`config.mk`:
```
export PLATFORM = sky130hd
export DESIGN_NAME = dbg_inject_port
export DESIGN_NICKNAME = d
export VERILOG_FILES = /design/src/rtl/dbg_inject_pkg.sv /design/src/rtl/dbg_apb_decode.sv /design/src/rtl/dbg_wr_filter.sv /design/src/rtl/dbg_launch_ctrl.sv /design/src/rtl/dbg_inject_port.sv
export SDC_FILE = /design/constraint.sdc
export NUM_CORES = 1
export LEC_CHECK = 0
export BUFFER_PORTS_ARGS = -buffer_cell sky130_fd_sc_hd__buf_2
export CAP_MARGIN = 20
export CORE_ASPECT_RATIO = 0.5
export CORE_MARGIN = 1
export CORE_UTILIZATION = 40
export CTS_CLUSTER_SIZE = 40
export DETAILED_ROUTE_END_ITERATION = 6
export HOLD_SLACK_MARGIN = 0.02
export PLACE_DENSITY = 0.79
export SLEW_MARGIN = 15
export SYNTH_ARGS = -nofsm -noshare
export SYNTH_HDL_FRONTEND = slang
export SYNTH_SLANG_ARGS = --single-unit
```
`constraint.sdc`:
```
create_clock -name clk -period 2.5 [get_ports clk]
set_input_delay 0.5 -clock clk [delete_from_list [all_inputs] [get_ports clk]]
set_output_delay 0.5 -clock clk [all_outputs]
set_load 0.1 [all_outputs]
```
`src/rtl/dbg_inject_pkg.sv`:
```
package dbg_inject_pkg;
  localparam int WORD_W    = 32;
  localparam int NUM_BYTES = 6;
  localparam int INST_W    = NUM_BYTES * 8;
  localparam int NUM_PORTS = 2;
  localparam int PORT_SEC  = 0;
  localparam int PORT_NSEC = 1;

  typedef enum logic [2:0] {
    RS_STATUS = 3'd0,
    RS_CMD    = 3'd1,
    RS_INSTA  = 3'd2,
    RS_INSTB  = 3'd3,
    RS_NONE   = 3'd4
  } reg_sel_e;

  typedef struct packed {
    logic              vld;
    reg_sel_e          sel;
    logic [WORD_W-1:0] data;
  } wr_req_t;

  typedef enum logic [1:0] {
    LS_IDLE = 2'd0,
    LS_REQ  = 2'd1,
    LS_WAIT = 2'd2
  } lch_state_e;

  function automatic logic is_writable(input reg_sel_e sel);
    return (sel == RS_CMD) || (sel == RS_INSTA) || (sel == RS_INSTB);
  endfunction
endpackage

```
`src/rtl/dbg_apb_decode.sv`:
```
module dbg_apb_decode
  import dbg_inject_pkg::*;
#(
  parameter int ADDR_W = 12
) (
  input  logic              psel,
  input  logic              penable,
  input  logic              pwrite,
  input  logic [ADDR_W-1:0] paddr,
  input  logic [WORD_W-1:0] pwdata,
  output wr_req_t           wr,
  output reg_sel_e          rd_sel
);
  localparam int OFS_W = 4;

  logic     hit;
  reg_sel_e sel;

  always_comb begin
    hit = (paddr[ADDR_W-1:OFS_W] == '0) && (paddr[1:0] == 2'b00);
    sel = RS_NONE;
    if (hit) begin
      unique case (paddr[3:2])
        2'd0: sel = RS_STATUS;
        2'd1: sel = RS_CMD;
        2'd2: sel = RS_INSTA;
        default: sel = RS_INSTB;
      endcase
    end
  end

  always_comb begin
    wr.vld  = psel && penable && pwrite && (sel != RS_NONE);
    wr.sel  = sel;
    wr.data = pwdata;
    rd_sel  = psel ? sel : RS_NONE;
  end
endmodule

```
`src/rtl/dbg_wr_filter.sv`:
```
module dbg_wr_filter
  import dbg_inject_pkg::*;
(
  input  wr_req_t s_wr,
  input  wr_req_t ns_wr,
  input  logic    mgr_nonsec,
  input  logic    busy,
  output wr_req_t win
);
  logic s_ok;
  logic ns_ok;

  always_comb begin
    s_ok  = s_wr.vld && is_writable(s_wr.sel);
    ns_ok = ns_wr.vld && is_writable(ns_wr.sel) && mgr_nonsec;
    win      = '0;
    win.sel  = RS_NONE;
    if (!busy) begin
      if (s_ok) begin
        win = s_wr;
      end else if (ns_ok) begin
        win = ns_wr;
      end
    end
  end
endmodule

```
`src/rtl/dbg_launch_ctrl.sv`:
```
module dbg_launch_ctrl
  import dbg_inject_pkg::*;
(
  input  logic clk,
  input  logic rst_n,
  input  logic launch,
  input  logic inst_ready,
  input  logic inst_done,
  output logic busy,
  output logic inst_valid
);
  lch_state_e state_q;
  lch_state_e state_d;

  always_comb begin
    state_d = state_q;
    unique case (state_q)
      LS_IDLE: if (launch)     state_d = LS_REQ;
      LS_REQ:  if (inst_ready) state_d = LS_WAIT;
      LS_WAIT: if (inst_done)  state_d = LS_IDLE;
      default: state_d = LS_IDLE;
    endcase
  end

  always_ff @(posedge clk or negedge rst_n) begin
    if (!rst_n) begin
      state_q <= LS_IDLE;
    end else begin
      state_q <= state_d;
    end
  end

  assign busy       = (state_q != LS_IDLE);
  assign inst_valid = (state_q == LS_REQ);
endmodule

```
`src/rtl/dbg_inject_port.sv`:
```
module dbg_inject_port
  import dbg_inject_pkg::*;
#(
  parameter int ADDR_W = 12
) (
  input  logic              clk,
  input  logic              rst_n,
  input  logic              cfg_mgr_nonsec,
  input  logic              s_psel,
  input  logic              s_penable,
  input  logic              s_pwrite,
  input  logic [ADDR_W-1:0] s_paddr,
  input  logic [31:0]       s_pwdata,
  output logic [31:0]       s_prdata,
  output logic              s_pready,
  output logic              s_pslverr,
  input  logic              ns_psel,
  input  logic              ns_penable,
  input  logic              ns_pwrite,
  input  logic [ADDR_W-1:0] ns_paddr,
  input  logic [31:0]       ns_pwdata,
  output logic [31:0]       ns_prdata,
  output logic              ns_pready,
  output logic              ns_pslverr,
  output logic              inst_valid,
  input  logic              inst_ready,
  output logic [47:0]       inst_bytes,
  output logic              inst_thread,
  input  logic              inst_done
);
  localparam int HIGH_W = INST_W - 16;

  logic              psel_a    [NUM_PORTS];
  logic              penable_a [NUM_PORTS];
  logic              pwrite_a  [NUM_PORTS];
  logic [ADDR_W-1:0] paddr_a   [NUM_PORTS];
  logic [WORD_W-1:0] pwdata_a  [NUM_PORTS];
  logic [WORD_W-1:0] prdata_a  [NUM_PORTS];
  wr_req_t           wr_a      [NUM_PORTS];
  reg_sel_e          rsel_a    [NUM_PORTS];

  wr_req_t win;
  logic    busy;
  logic    launch;
  logic    ld_insta;
  logic    ld_instb;

  logic [7:0]        byte0_q, byte0_d;
  logic [7:0]        byte1_q, byte1_d;
  logic              thr_q, thr_d;
  logic [HIGH_W-1:0] instb_q, instb_d;

  assign psel_a[PORT_SEC]     = s_psel;
  assign penable_a[PORT_SEC]  = s_penable;
  assign pwrite_a[PORT_SEC]   = s_pwrite;
  assign paddr_a[PORT_SEC]    = s_paddr;
  assign pwdata_a[PORT_SEC]   = s_pwdata;
  assign psel_a[PORT_NSEC]    = ns_psel;
  assign penable_a[PORT_NSEC] = ns_penable;
  assign pwrite_a[PORT_NSEC]  = ns_pwrite;
  assign paddr_a[PORT_NSEC]   = ns_paddr;
  assign pwdata_a[PORT_NSEC]  = ns_pwdata;

  function automatic logic [WORD_W-1:0] read_word(
    input reg_sel_e          sel,
    input logic              bsy,
    input logic [7:0]        b0,
    input logic [7:0]        b1,
    input logic              thr,
    input logic [HIGH_W-1:0] hi
  );
    logic [WORD_W-1:0] w;
    w = '0;
    unique case (sel)
      RS_STATUS: w[0] = bsy;
      RS_INSTA:  w = {b1, b0, 15'd0, thr};
      RS_INSTB:  w = hi;
      default:   w = '0;
    endcase
    return w;
  endfunction

  for (genvar p = 0; p < NUM_PORTS; p++) begin : g_port
    dbg_apb_decode #(.ADDR_W(ADDR_W)) u_dec (
      .psel    (psel_a[p]),
      .penable (penable_a[p]),
      .pwrite  (pwrite_a[p]),
      .paddr   (paddr_a[p]),
      .pwdata  (pwdata_a[p]),
      .wr      (wr_a[p]),
      .rd_sel  (rsel_a[p])
    );
    assign prdata_a[p] = read_word(rsel_a[p], busy, byte0_q, byte1_q, thr_q, instb_q);
  end

  dbg_wr_filter u_filter (
    .s_wr       (wr_a[PORT_SEC]),
    .ns_wr      (wr_a[PORT_NSEC]),
    .mgr_nonsec (cfg_mgr_nonsec),
    .busy       (busy),
    .win        (win)
  );

  always_comb begin
    ld_insta = win.vld && (win.sel == RS_INSTA);
    ld_instb = win.vld && (win.sel == RS_INSTB);
    launch   = win.vld && (win.sel == RS_CMD) && (win.data == '0);
    byte0_d  = win.data[23:16];
    byte1_d  = win.data[31:24];
    thr_d    = win.data[0];
    instb_d  = win.data;
  end

  always_ff @(posedge clk or negedge rst_n) begin
    if (!rst_n) begin
      byte0_q <= '0;
      byte1_q <= '0;
      thr_q   <= 1'b0;
    end else if (ld_insta) begin
      byte0_q <= byte0_d;
      byte1_q <= byte1_d;
      thr_q   <= thr_d;
    end
  end

  always_ff @(posedge clk or negedge rst_n) begin
    if (!rst_n) begin
      instb_q <= '0;
    end else if (ld_instb) begin
      instb_q <= instb_d;
    end
  end

  dbg_launch_ctrl u_launch (
    .clk        (clk),
    .rst_n      (rst_n),
    .launch     (launch),
    .inst_ready (inst_ready),
    .inst_done  (inst_done),
    .busy       (busy),
    .inst_valid (inst_valid)
  );

  assign inst_bytes  = {instb_q, byte1_q, byte0_q};
  assign inst_thread = thr_q;

  assign s_prdata   = prdata_a[PORT_SEC];
  assign ns_prdata  = prdata_a[PORT_NSEC];
  assign s_pready   = 1'b1;
  assign ns_pready  = 1'b1;
  assign s_pslverr  = 1'b0;
  assign ns_pslverr = 1'b0;
endmodule

```
==> impl_metrics.prom <==
# TYPE chip_impl_metric gauge
chip_impl_info{name="outcome",value="finished with violations"} 1
chip_impl_info{name="violations",value="negative setup slack"} 1
chip_impl_metric{name="drt_first_iter_violations",unit=""} 384
chip_impl_metric{name="post-route-drc-count",unit=""} 0
chip_impl_metric{name="seq_power_share",unit="%"} 45.4
chip_impl_metric{name="dpl-instance-area",unit="sq mm"} 0.006306
chip_impl_metric{name="p_int",unit="uW"} 1327
chip_impl_metric{name="post_synth_num_cell_types",unit=""} 36
chip_impl_metric{name="post_drt_wl_per_cell",unit="um"} 23.83
chip_impl_metric{name="clock_path_buffers",unit=""} 2
chip_impl_metric{name="crit_fanout",unit=""} 5
chip_impl_info{name="clock_tree.root_cell",value="clkbuf_16"} 1
chip_impl_metric{name="cts_hold_repair.buffers",unit=""} 0
chip_impl_metric{name="setup_viol",unit=""} 73
chip_impl_metric{name="crit_arrival",unit="ns"} 2.25
chip_impl_metric{name="final.setup_skew",unit="ns"} 0.003708
chip_impl_metric{name="fin_ws",unit="ns"} -0.2542
chip_impl_metric{name="finalHoldViolCount",unit=""} 0
chip_impl_info{name="hold_path.class",value="in2async"} 1
chip_impl_info{name="timing_worst_setup_path_type",value="in2out"} 1
chip_impl_metric{name="worst-r2r-cell-count",unit=""} 5
chip_impl_metric{name="vdd_ir_drop_max",unit="mV"} 0.2579
chip_impl_metric{name="power.share.combinational",unit="%"} 13.8
chip_impl_metric{name="port-buffer-count",unit=""} 212
chip_impl_info{name="cp-start-kind",value="input pin"} 1
chip_impl_metric{name="final_cells",unit=""} 704
chip_impl_metric{name="gp_congestion",unit=""} 0.8820
chip_impl_metric{name="ys_async_sr_fraction",unit="%"} 100.0
chip_impl_metric{name="final_std_cell_area_no_fill",unit="sq mm"} 0.007073
chip_impl_info{name="setup.worst_path.end_class",value="primary output"} 1
chip_impl_metric{name="grt_overflow_total",unit=""} 0
chip_impl_metric{name="clkSinkCount",unit=""} 51
chip_impl_info{name="most-common-layout-cells",value="buf_2 (142), buf_12 (76), mux2_4 (52)"} 1
chip_impl_metric{name="grt_start_max_net_pins",unit=""} 36
chip_impl_metric{name="cts_inserted_buffers",unit=""} 5
chip_impl_metric{name="num-fill-cells",unit=""} 416
chip_impl_metric{name="slew_headroom",unit="%"} 40.94
chip_impl_metric{name="p_total",unit="uW"} 1817
chip_impl_metric{name="layout.nets",unit=""} 689
chip_impl_metric{name="clkLatencyLatePin",unit="ns"} 0.30
chip_impl_metric{name="seq_area",unit="sq mm"} 0.001276
chip_impl_metric{name="placedCellCount",unit=""} 669
chip_impl_metric{name="path_clk_slew",unit="ns"} 0.07
chip_impl_metric{name="ys_seq_elements",unit=""} 51
chip_impl_metric{name="drt_wl_total",unit="mm"} 16.78
chip_impl_metric{name="fin_crit_sh",unit="%"} 110.2
chip_impl_metric{name="synthCells",unit=""} 344
chip_impl_metric{name="share_clk_of_total_power",unit="%"} 40.8
chip_impl_metric{name="drt_pre_antenna_iters",unit=""} 5
chip_impl_metric{name="dr_total_vias",unit=""} 4261
chip_impl_metric{name="timing.final.max_slew_violations",unit=""} 0
chip_impl_metric{name="synth_area_per_cell",unit="sq um"} 10.42
chip_impl_metric{name="timing.fmax",unit="MHz"} 363.1
chip_impl_metric{name="antenna_found_initial",unit=""} 0
chip_impl_metric{name="fp.dieH",unit="um"} 68.93
chip_impl_info{name="startpoint",value="s_paddr[10]"} 1
chip_impl_metric{name="cts_max_level",unit=""} 2
chip_impl_info{name="unrepaired_setup_endpoints_after_global_routing",value="yes"} 1
chip_impl_metric{name="area.growth.synth_to_final",unit="%"} 97.38
chip_impl_metric{name="seq_area_frac_synth",unit="%"} 35.61
chip_impl_metric{name="multi_input_comb_area",unit="sq mm"} 0.002680
chip_impl_metric{name="grt_util_all_layers",unit="%"} 32.41
chip_impl_metric{name="first_global_vias",unit=""} 4168
chip_impl_info{name="layout.cells.most_common",value="buf_2"} 1
chip_impl_metric{name="leakage",unit="uW"} 0.003620
chip_impl_metric{name="power_density_of_the_placed_cells",unit="mW/mm^2"} 256.9
chip_impl_info{name="rr_startpoint",value="u_launch.state_q[1]"} 1
chip_impl_metric{name="grt_pass1_wl",unit="mm"} 22.25
chip_impl_info{name="ys_dominant_reg_cell",value="dfrtp_1"} 1
chip_impl_metric{name="post-route-util",unit="%"} 84.75
chip_impl_metric{name="synth-edff-count",unit=""} 0
chip_impl_info{name="cts_tree",value="done"} 1
chip_impl_metric{name="switchingPower",unit="uW"} 489.7
chip_impl_metric{name="cap_viol_max_count",unit=""} 0
chip_impl_metric{name="antenna_left",unit=""} 0
chip_impl_metric{name="sw_share",unit="%"} 26.95
chip_impl_metric{name="cp_data_required_time",unit="ns"} 2.00
chip_impl_metric{name="detailedPlacementHpwl",unit="mm"} 10.70
chip_impl_metric{name="placement_rows",unit=""} 23
chip_impl_metric{name="netlist_area",unit="sq mm"} 0.003583
chip_impl_metric{name="worst_slew_pin_slew",unit="ns"} 0.8860
chip_impl_metric{name="die_width",unit="um"} 135.9
chip_impl_metric{name="final_period_minus_worst_setup_slack",unit="ns"} 2.754
chip_impl_metric{name="io_pins",unit=""} 217
chip_impl_metric{name="drive_gt1_share",unit="%"} 70.73
chip_impl_metric{name="floorplan.initialDensity",unit="%"} 42.94
chip_impl_metric{name="fp.dieArea",unit="sq mm"} 0.009364
chip_impl_metric{name="drt-vias-per-instance",unit=""} 6.053
chip_impl_metric{name="placeableCoreArea",unit="sq mm"} 0.008346
chip_impl_metric{name="holdWs",unit="ns"} 0.3114
chip_impl_metric{name="synth_warn",unit=""} 0
## per-stage QoR
step           worst slack [ns]  setup TNS [ns]
3_5_place_dp            -0.3040          -22.13
2_1_floorplan           -0.2521          -7.833
5_1_grt                 -0.3279          -17.20
6_report                -0.2542          -11.11
3_3_place_gp            -0.2287          -16.55
4_1_cts                 -0.2218          -9.937
## power groups by stage
stage	clock network, uW	logic, uW	registers (uW)
floorplan	0	71.4	847
global placement	0	204	842
detailed placement	0	212	842
CTS	733	225	826
global route	777	263	826
finish	740	251	826
## registers in the layout (all words and copies together), names as in the netlist
signal,flops
instb_q,32
byte0_q,8
byte1_q,8
u_launch.state_q,2
inst_thread,1
## logic make-up (layout without fill, tap and decap cells)
kind of cell,count (synthesis),after routing,synth area share [%]
AO/OA/AOI/OAI,67,67,14.74
buffers and inverters,31,276,4.853
AND/OR/NAND/NOR,127,127,19.69
flip-flops,51,51,35.61
multiplexers,66,66,24.90
other,2,5,0.2096
## critical path, cell delays in order
cell     delay, ns
buf_6         0.09
or4b_4        0.55
nor4_4        0.16
nand2_2       0.15
nor2_4        0.16
buf_6         0.17
buf_16        0.15
and2_4        0.15
buf_12        0.16
## cells in the mapped netlist, types with 3 or more instances
cell	count	area, sq um
mux2_4	40	600.6
o21ai_0	14	70.07
nor3_2	3	30.03
nand4_1	6	37.54
nor2_1	10	37.54
nor3_1	4	20.02
a22o_1	44	385.4
mux2_1	7	78.83
and2_1	31	193.9
mux2_2	18	202.7
a21oi_1	3	15.01
nand2_1	30	112.6
dfrtp_1	51	1276
clkbuf_1	18	67.56
buf_4	5	37.54
buf_6	5	56.30
nand3_1	13	65.06
nor4_1	17	106.4
## path summary, 6_finish.rpt
| check | to | slack [ns] |
|---|---|---|
| worst min-delay path | instb_q[28] | 0.31 |
| min in group clk | u_launch.state_q[1] | 0.47 |
| worst max register to register | byte1_q[7] | 0.48 |
| worst min register to register | u_launch.state_q[1] | 0.54 |
| max in group asynchronous | instb_q[6] | 1.46 |
| worst max-delay path | s_prdata[9] | -0.25 |
## layout make-up
type,count,share of cell area (%)
inverters,2,0.1061
multi-input cells,264,37.89
well taps,112,1.981
clock buffers,6,1.964
flip-flops and latches,51,18.04
clock inverters,2,0.2300
repair buffers,266,39.75
diodes,1,0.03538
## routing by layer
| layer | GRT usage, % | wire (um) | part of all wire (%) | vias up |
|---|---|---|---|---|
| li1 | - | - | - | 1782 |
| met1 | 36.89 | 6136 | 37 | 2065 |
| met2 | 59.44 | 8346 | 50 | 322 |
| met3 | 8.480 | 1501 | 8.9 | 92 |
| met4 | 13.33 | 791 | 4.7 | 0 |
| met5 | 0 | 0 | 0 | - |
## what timing repair did
action,4_1_cts,5_1_grt
gates cloned,5,4
hold endpoints to repair,0,0
buffers inserted,9,12
endpoints found under the setup margin,62,108
pin swaps,19,23
resized for setup,37,32
Note: power is estimated with default switching activity, not from simulation.
